**src/rtl/turn_rule_seq.sv**
```systemverilog
module turn_rule_seq #(
  parameter int IDX_W = 4
) (
  input  logic             clk,
  input  logic             rst_n,
  input  logic [IDX_W-1:0] my_idx,
  input  logic [IDX_W-1:0] slot_idx,
  input  logic             slot_end,
  input  logic [3:0]       flag_in,
  input  logic [3:0]       bc_in,
  output logic [1:0]       turn_block,
  output logic             corner_sel,
  output logic             fixed,
  output logic [3:0]       bc_out,
  output logic             rule_done
);
  localparam int LN = 0;
  localparam int LE = 1;
  localparam int LS = 2;
  localparam int LW = 3;

  logic [1:0] opened;
  logic       checked;
  logic [3:0] seen;

  wire       own      = (slot_idx == my_idx);
  wire [3:0] seen_now = seen | flag_in;
  wire       side_ok  = corner_sel ? seen_now[LW] : seen_now[LE];
  wire       pass     = seen_now[LN] & side_ok;
  wire       trial    = own & slot_end & ~checked & ~fixed;
  wire       hit      = bc_in[LE] | bc_in[LS] | bc_in[LW];
  wire       swap     = hit & ~fixed;
  wire [3:0] relay    = {bc_in[LE], 1'b0, bc_in[LW], hit};
  wire [3:0] origin   = (trial & ~pass & ~swap) ? (corner_sel ? 4'b1001 : 4'b0011) : 4'b0000;

  assign turn_block = {corner_sel & ~opened[1], ~corner_sel & ~opened[0]};
  assign rule_done  = checked & ~(|bc_in) & ~(|bc_out);

  always_ff @(posedge clk) begin
    if (!rst_n) begin
      seen <= '0;
    end else if (!own || slot_end) begin
      seen <= '0;
    end else begin
      seen <= seen_now;
    end
  end

  always_ff @(posedge clk) begin
    if (!rst_n) begin
      corner_sel <= 1'b0;
      opened     <= 2'b00;
      checked    <= 1'b0;
      fixed      <= 1'b0;
      bc_out     <= 4'b0000;
    end else begin
      bc_out <= relay | origin;
      if (swap) begin
        corner_sel          <= ~corner_sel;
        opened[~corner_sel] <= 1'b0;
        checked             <= 1'b0;
      end else if (trial) begin
        checked <= 1'b1;
        if (pass) fixed <= 1'b1;
        else opened[corner_sel] <= 1'b1;
      end
    end
  end

  a_r7_fixed_locked: assert property (@(posedge clk) disable iff (!rst_n)
    fixed |=> fixed && $stable(corner_sel) && $stable(turn_block));

  a_r5_west_relay: assert property (@(posedge clk) disable iff (!rst_n)
    bc_in[LW] |=> bc_out[LE] && bc_out[LN]);

  a_r4_quiet_outside_slot: assert property (@(posedge clk) disable iff (!rst_n)
    (!own && !hit) |=> $stable(turn_block) && $stable(fixed));

  a_r3_open_broadcasts: assert property (@(posedge clk) disable iff (!rst_n)
    ($fell(turn_block[0]) && !corner_sel) |-> (bc_out[LN] && bc_out[LE]));

  a_r2_pass_keeps_rule: assert property (@(posedge clk) disable iff (!rst_n)
    $rose(fixed) |-> $stable(turn_block));
endmodule

```
**config.mk**
```make
export PLATFORM = sky130hd
export DESIGN_NAME = turn_rule_seq
export DESIGN_NICKNAME = d
export VERILOG_FILES = /design/src/rtl/turn_rule_seq.sv
export SDC_FILE = /design/constraint.sdc
export NUM_CORES = 1
export LEC_CHECK = 0
export BUFFER_PORTS_ARGS = -buffer_cell sky130_fd_sc_hd__buf_2
export CAP_MARGIN = 10
export CORE_MARGIN = 3
export CORE_UTILIZATION = 35
export DETAILED_ROUTE_END_ITERATION = 10
export PLACE_DENSITY = 0.76
export SETUP_SLACK_MARGIN = 0.5
export SYNTH_ARGS = -nofsm -noshare
export SYNTH_HDL_FRONTEND = slang
export SYNTH_SLANG_ARGS = --single-unit
```
**constraint.sdc**
```tcl
create_clock -name clk -period 1.8 [get_ports clk]
set_clock_uncertainty 0.15 [all_clocks]
set_input_delay 0.18 -clock clk [delete_from_list [all_inputs] [get_ports clk]]
set_output_delay 0.18 -clock clk [all_outputs]
set_load 0.1 [all_outputs]
```
==> summary.md, run 1 <==
| Metric | Value |
|---|---|
| Finish-stage setup viols | 0 |
| Post-Route Utilization | 61.5% |
| Final Hold Viols | 0 |
| Routed WL | 1.15 mm |
| Crit-path max FO | 2 |
| Global-route wire length before repair | 1.96 mm |
| DR pass1 iterations | 4 |
| Status | completed |
| EDFF count, synth | 0 |
| Yosys warnings | 0 |
| Clock Pin Slew Worst Setup and Hold Paths | 70 ps |
| Longest Clk Path Bufs | 2 |
| Setup CP Type | reg -> out |
| Flops & latches, synth | 11 |
| Hold WC Path Type | in -> reg |
| Post-Syn Instances | 59 |
| VDD IR max | 0.000326 V |
| Vias | 519 |
| CORE AREA | 0.00133 mm^2 |
| GRT Util Overall | 13.7% |
| Yosys cell types | 25 |
| Hold-critical path depth | 3 |
| Fin nets | 109 |
| Period utilization | 86.2% |
| Final Max Tran Viols | 0 |
| Seq pwr share | 41.1% |
| Initial antenna violation count | 0 |
| Sum Neg Setup Slack | 0 ps |
| Post-DRT Antenna Nets | 0 |
| Routability cong. | 0.707 |
| Detailed placement HPWL | 883 um |
| Worst skew pair latency | 260 ps |
| TritonCTS clock tree | done |
| Main synth FF type | dfxtp_1 |
| Pwr dens | 768 mW/mm^2 |
| Clock network power share | 25.5% |
| Post-Syn Nets | 78 |
| Die area | 0.00196 mm^2 |
| Placed instance area | 702 um^2 |
| Vias in the first global route | 505 |
| Drt drc | 0 |
| Hold Path End | seen[3] |
| Reg-to-reg endpoint | bc_out[1] |
| Async S/R FF share, synth | 0% |
| FF-to-FF Start | corner_sel |
| Die span in y | 44.3 um |
| Initial Util | 38.5% |
| Worst Hold Launch | flag_in[3] |
| Root Driver | clkbuf_4 |
| Largest net degree at the start of global routing | 12 |
| Crit end category | output pin |
| Avg Inst Size Synth | 8.69 um^2 |
| Mapped Area | 513 um^2 |
| Final instance area | 821 um^2 |
| IO Pins | 28 |
| RSZ-0062 raised after global routing | true |
| ANT cells | 0 |
| R2R Setup Slk | 540 ps |
| Vias per inst | 4.99 |
| # port buffers | 25 |
| Clock sink total | 11 |
| Area grow syn2layout | 60.0% |
| Sw Pwr | 0.000227 W |
| H-tree depth | 1 |
| Post-route setup slack | 248 ps |
| Lkg Pwr | 0.335 nW |
| Pre-CTS setup slack | 294 ps |
| Layout cells sized above 1 | 48.3% |
| Tmin final | 1550 ps |
| Sw Share | 36.0% |
| Cell Rows | 13 |
| Drt first-iter violations | 5 |
| Req. time, crit path | 1470 ps |
| Worst-case reg-to-reg path depth | 5 |
| Logic pwr share | 33.5% |
| Peak Freq | 0.644 GHz |
| Routed length per instance | 11.1 um |
| Post-Place Cells | 96 |
| Sequential fraction of the synthesis area | 42.9% |
| Total congestion overflow | 0 |
| Num CTS Buffers | 3 |
| Die Wd | 44.3 um |
| Max-cap violations | 0 |
| Crit path DAT | 1220 ps |
| Post-route insts no fill | 104 |
| Crit path launch type | flop |
| Int Pwr | 0.000403 W |
==> stage by stage <==
stage	hold WS, ps	power, W
floorplan	138	0.000407
global placement	259	0.000441
detailed placement	268	0.000443
CTS	4.73	0.000631
global route	27.4	0.000657
finish	7.57	0.000630
==> cell families (layout without fill, tap and decap cells) <==
logic type                after synthesis  in the layout  synth area share (%)
AOI/OAI and AO/OA                      11             11                  14.1
xor gates and xnor gates                5              5                  8.54
buffers and inverters                   6             36                  5.12
DFF                                    11             11                  42.9
and+or+nand+nor                        25             25                  28.5
other                                   1              1                 0.731
==> layout by cell type, fill, tap and decap left out, types with 2 or more instances in the layout <==
master         instances
buf_2                 17
nor2_1                 8
nand2_1                6
dfxtp_1                6
xor2_1                 4
dfxtp_4                4
clkbuf_4               4
buf_4                  4
o31ai_1                3
dlygate4sd3_1          3
nor2_4                 2
nor3_2                 2
nor4_4                 2
o211ai_1               2
o21ai_1                2
inv_1                  2
buf_12                 2
==> critical path, stage by stage (launching register included) <==
cell and delay [ps]:
dfxtp_2 340, nor4_4 240, and3_4 220, buf_12 170
==> how the worst max path moves through the flow <==
stage | depth (start not counted) | endpoint | start
2_1_floorplan | 2 | turn_block[1] | corner_sel
3_3_place_gp | 5 | opened[1] | bc_in[2]
3_5_place_dp | 5 | bc_out[3] | my_idx[0]
4_1_cts | 3 | rule_done | bc_out[1]
5_1_grt | 3 | rule_done | bc_out[3]
6_report | 3 | rule_done | bc_out[3]
==> cell type report <==
| type | instances | area, um^2 |
|---|---|---|
| inverters | 3 | 13.8 |
| fillers | 120 | 513 |
| well taps | 15 | 18.8 |
| clock buffers | 4 | 26.3 |
| multi-input cells | 42 | 307 |
| repair buffers | 29 | 219 |
| flip-flops and latches | 11 | 236 |
==> flip-flops by register name (all words and copies together) (netlist names) <==
name and cells:
checked 1, fixed 1, seen 3, opened 2, corner_sel 1, bc_out 3
==> power by group through the flow <==
| stage | registers, W | logic (W) | clock network [W] |
|---|---|---|---|
| 2_1_floorplan | 0.000311 | 0.0000959 | 0 |
| 3_3_place_gp | 0.000263 | 0.000178 | 0 |
| 3_5_place_dp | 0.000264 | 0.000179 | 0 |
| 4_1_cts | 0.000257 | 0.000205 | 0.000169 |
| 5_1_grt | 0.000260 | 0.000222 | 0.000175 |
| 6_report | 0.000259 | 0.000211 | 0.000161 |
==> cell usage after synthesis, types with 2 or more instances <==
library cell / instances / share of area (%)
o211ai_1: 2 / 2.9
dfxtp_1: 11 / 43
o31ai_1: 3 / 4.4
o21ai_1: 2 / 2.0
xor2_1: 4 / 6.8
nand2_1: 6 / 4.4
clkbuf_1: 2 / 1.5
nor2_1: 10 / 7.3
inv_1: 3 / 2.2
==> repair_timing <==
action	4_1_cts	5_1_grt
buffers inserted	1	0
hold buffers	3	0
pin swaps	1	8
resized for setup	10	5
setup endpoints to repair	8	8
hold endpoints to repair	3	0
==> layer usage <==
layer | vias to the layer above | part of all wire (%) | GRT usage (%) | wire length (um)
li1 | 260 | - | - | -
met1 | 233 | 38 | 14.4 | 439
met2 | 24 | 52 | 23.8 | 603
met3 | 2 | 8.2 | 3.66 | 95
met4 | 0 | 1.3 | 9.04 | 15
met5 | - | 0 | 0 | 0
(Power assumes the default switching activity.)
==> inputs of run 2 (changes only) <==
--- a/config.mk
+++ b/config.mk
@@ -7,10 +7,10 @@
 export LEC_CHECK = 0
 export BUFFER_PORTS_ARGS = -buffer_cell sky130_fd_sc_hd__buf_2
 export CAP_MARGIN = 10
-export CORE_MARGIN = 3
-export CORE_UTILIZATION = 35
+export CORE_AREA = 3 3 40 42
 export DETAILED_ROUTE_END_ITERATION = 10
-export PLACE_DENSITY = 0.76
+export DIE_AREA = 0 0 43 45
+export PLACE_DENSITY = 0.82
 export SETUP_SLACK_MARGIN = 0.5
 export SYNTH_ARGS = -nofsm -noshare
 export SYNTH_HDL_FRONTEND = slang
==> run 2 against run 1 <==
Against the previous run: highest routed layer unchanged; critical path depth unchanged; non-clock buffer count unchanged; fmax decreased by 1.2%; largest power group unchanged; core utilization increased by 1.9 points; critical endpoint unchanged; global-route usage increased by 0.20 points; die area decreased by 1.3%; combinational power increased by 2%; the flow now finishes with violations (hold timing); clock power increased by 4%; sequential share of layout area increased by 0.18 points.
==> summary.md, run 2 (synthesized netlist as in run 1, its figures left out) <==
| Metric | Value |
|---|---|
| R2R Setup Slk | 510 ps |
| RSZ-0062 raised after global routing | true |
| H-tree depth | 1 |
| Largest net degree at the start of global routing | 12 |
| Routed WL | 1.17 mm |
| Post-DRT Antenna Nets | 0 |
| Worst Hold Launch | flag_in[0] |
| Longest Clk Path Bufs | 2 |
| Sw Share | 36.4% |
| Crit path launch type | flop |
| Most frequent cells in the layout | 18 x buf_2, 8 x nor2_1, 6 x nand2_1, 6 x dfxtp_1 |
| Detailed placement HPWL | 881 um |
| Routed length per instance | 11.3 um |
| Final Max Tran Viols | 0 |
| Die area | 0.00194 mm^2 |
| Drt drc | 0 |
| Crit end category | output pin |
| Period utilization | 87.3% |
| TritonCTS clock tree | done |
| Global-route wire length before repair | 1.97 mm |
| Die Wd | 43 um |
| Most common cell after layout, fill and taps aside | buf_2 |
| Critical path origin | bc_out[1] |
| Status | complete, but fails checks |
| Seq pwr share | 40.4% |
| WHS | -7.81 ps |
| Final instance area | 816 um^2 |
| Pwr dens | 785 mW/mm^2 |
| Clock sink total | 11 |
| Initial antenna violation count | 0 |
| CORE AREA | 0.00128 mm^2 |
| Tmin final | 1570 ps |
| Routability cong. | 0.729 |
| VDD IR max | 0.000317 V |
| Crit path DAT | 1240 ps |
| Root Driver | clkbuf_4 |
| Int Pwr | 0.000407 W |
| Finish-stage setup viols | 0 |
| Vias per inst | 5.10 |
| Peak Freq | 0.637 GHz |
| Vias in the first global route | 486 |
| ANT cells | 0 |
| FF-to-FF Start | corner_sel |
| Placed instance area | 702 um^2 |
| Area grow syn2layout | 59.0% |
| Cell Rows | 13 |
| Initial Util | 39.9% |
| Max-cap violations | 0 |
| Logic pwr share | 33.6% |
| Vias | 530 |
| Fin nets | 109 |
| Num CTS Buffers | 3 |
| DR pass1 iterations | 4 |
| Die span in y | 45 um |
| # fillers | 110 |
| Clock network power share | 26.0% |
| Drt first-iter violations | 3 |
| Lkg Pwr | 0.340 nW |
| Sum Neg Setup Slack | 0 ps |
| IO Pins | 28 |
| Sw Pwr | 0.000233 W |
| Layout cells sized above 1 | 49.4% |
| Crit-path max FO | 2 |
| Final Hold Viols | 1 |
| Total congestion overflow | 0 |
| Setup CP Type | reg -> out |
| Violated checks | hold timing |
| # port buffers | 25 |
| Top Registers | bc_out (3), seen (3), opened (2) |
| Hold WC Path Type | in -> reg |
| Clock Pin Slew Worst Setup and Hold Paths | 70 ps |
| GRT Util Overall | 13.9% |
| Worst skew pair latency | 270 ps |
| Req. time, crit path | 1470 ps |
-- run 2: power groups by stage --
stage | Sequential (W) | Clock, W | Combinational (W)
floorplan | 0.000311 | 0 | 0.0000959
global placement | 0.000264 | 0 | 0.000177
detailed placement | 0.000264 | 0 | 0.000179
CTS | 0.000257 | 0.000176 | 0.000206
global route | 0.000259 | 0.000191 | 0.000226
finish | 0.000258 | 0.000167 | 0.000215
-- run 2: critical path, stage by stage, from the launching register on --
cell	delay [ps]
dfxtp_4	340
nor4_2	240
and3_4	230
buf_12	170
-- run 2: final timing paths --
check	to	cells after the start
worst max-delay path	rule_done	3
worst min-delay path	seen[0]	3
worst max register to register	bc_out[1]	5
worst min register to register	seen[0]	2
-- run 2: repair_timing --
item / 4_1_cts / 5_1_grt
endpoints found under the hold margin: 3 / 0
hold buffers: 2 / 0
setup endpoints to repair: 8 / 11
setup buffers: 1 / 1
resized for setup: 11 / 5
pin swaps: 1 / 7
-- run 2: through the flow --
stage	std cells	total power, W	worst slack, ps	hold WS [ps]	utilization [%]
2_1_floorplan	59	0.000407	322	138	-
3_3_place_gp	96	0.000441	344	262	54.6
3_5_place_dp	96	0.000443	276	271	54.6
4_1_cts	103	0.000639	209	-14.5	61.5
5_1_grt	104	0.000676	186	9.18	63.5
6_report	104	0.000640	229	-7.81	63.5
-- run 2: layout make-up --
type                            instances  area (um^2)  area share, %
Multi-Input combinational cell         42          298           36.5
Clock buffer                            4         26.3           3.22
Timing Repair Buffer                   29          223           27.3
Tap cell                               15         18.8           2.30
Sequential cell                        11          236           29.0
Inverter                                3         13.8           1.69
-- run 2: routing by layer --
metal | GRT usage (%) | up-vias | part of all wire, %
met1 | 14.5 | 240 | 38
met4 | 9.04 | 0 | 2.8
met2 | 23.7 | 26 | 49
met5 | 0 | - | 0
li1 | - | 259 | -
met3 | 5.18 | 5 | 9.7
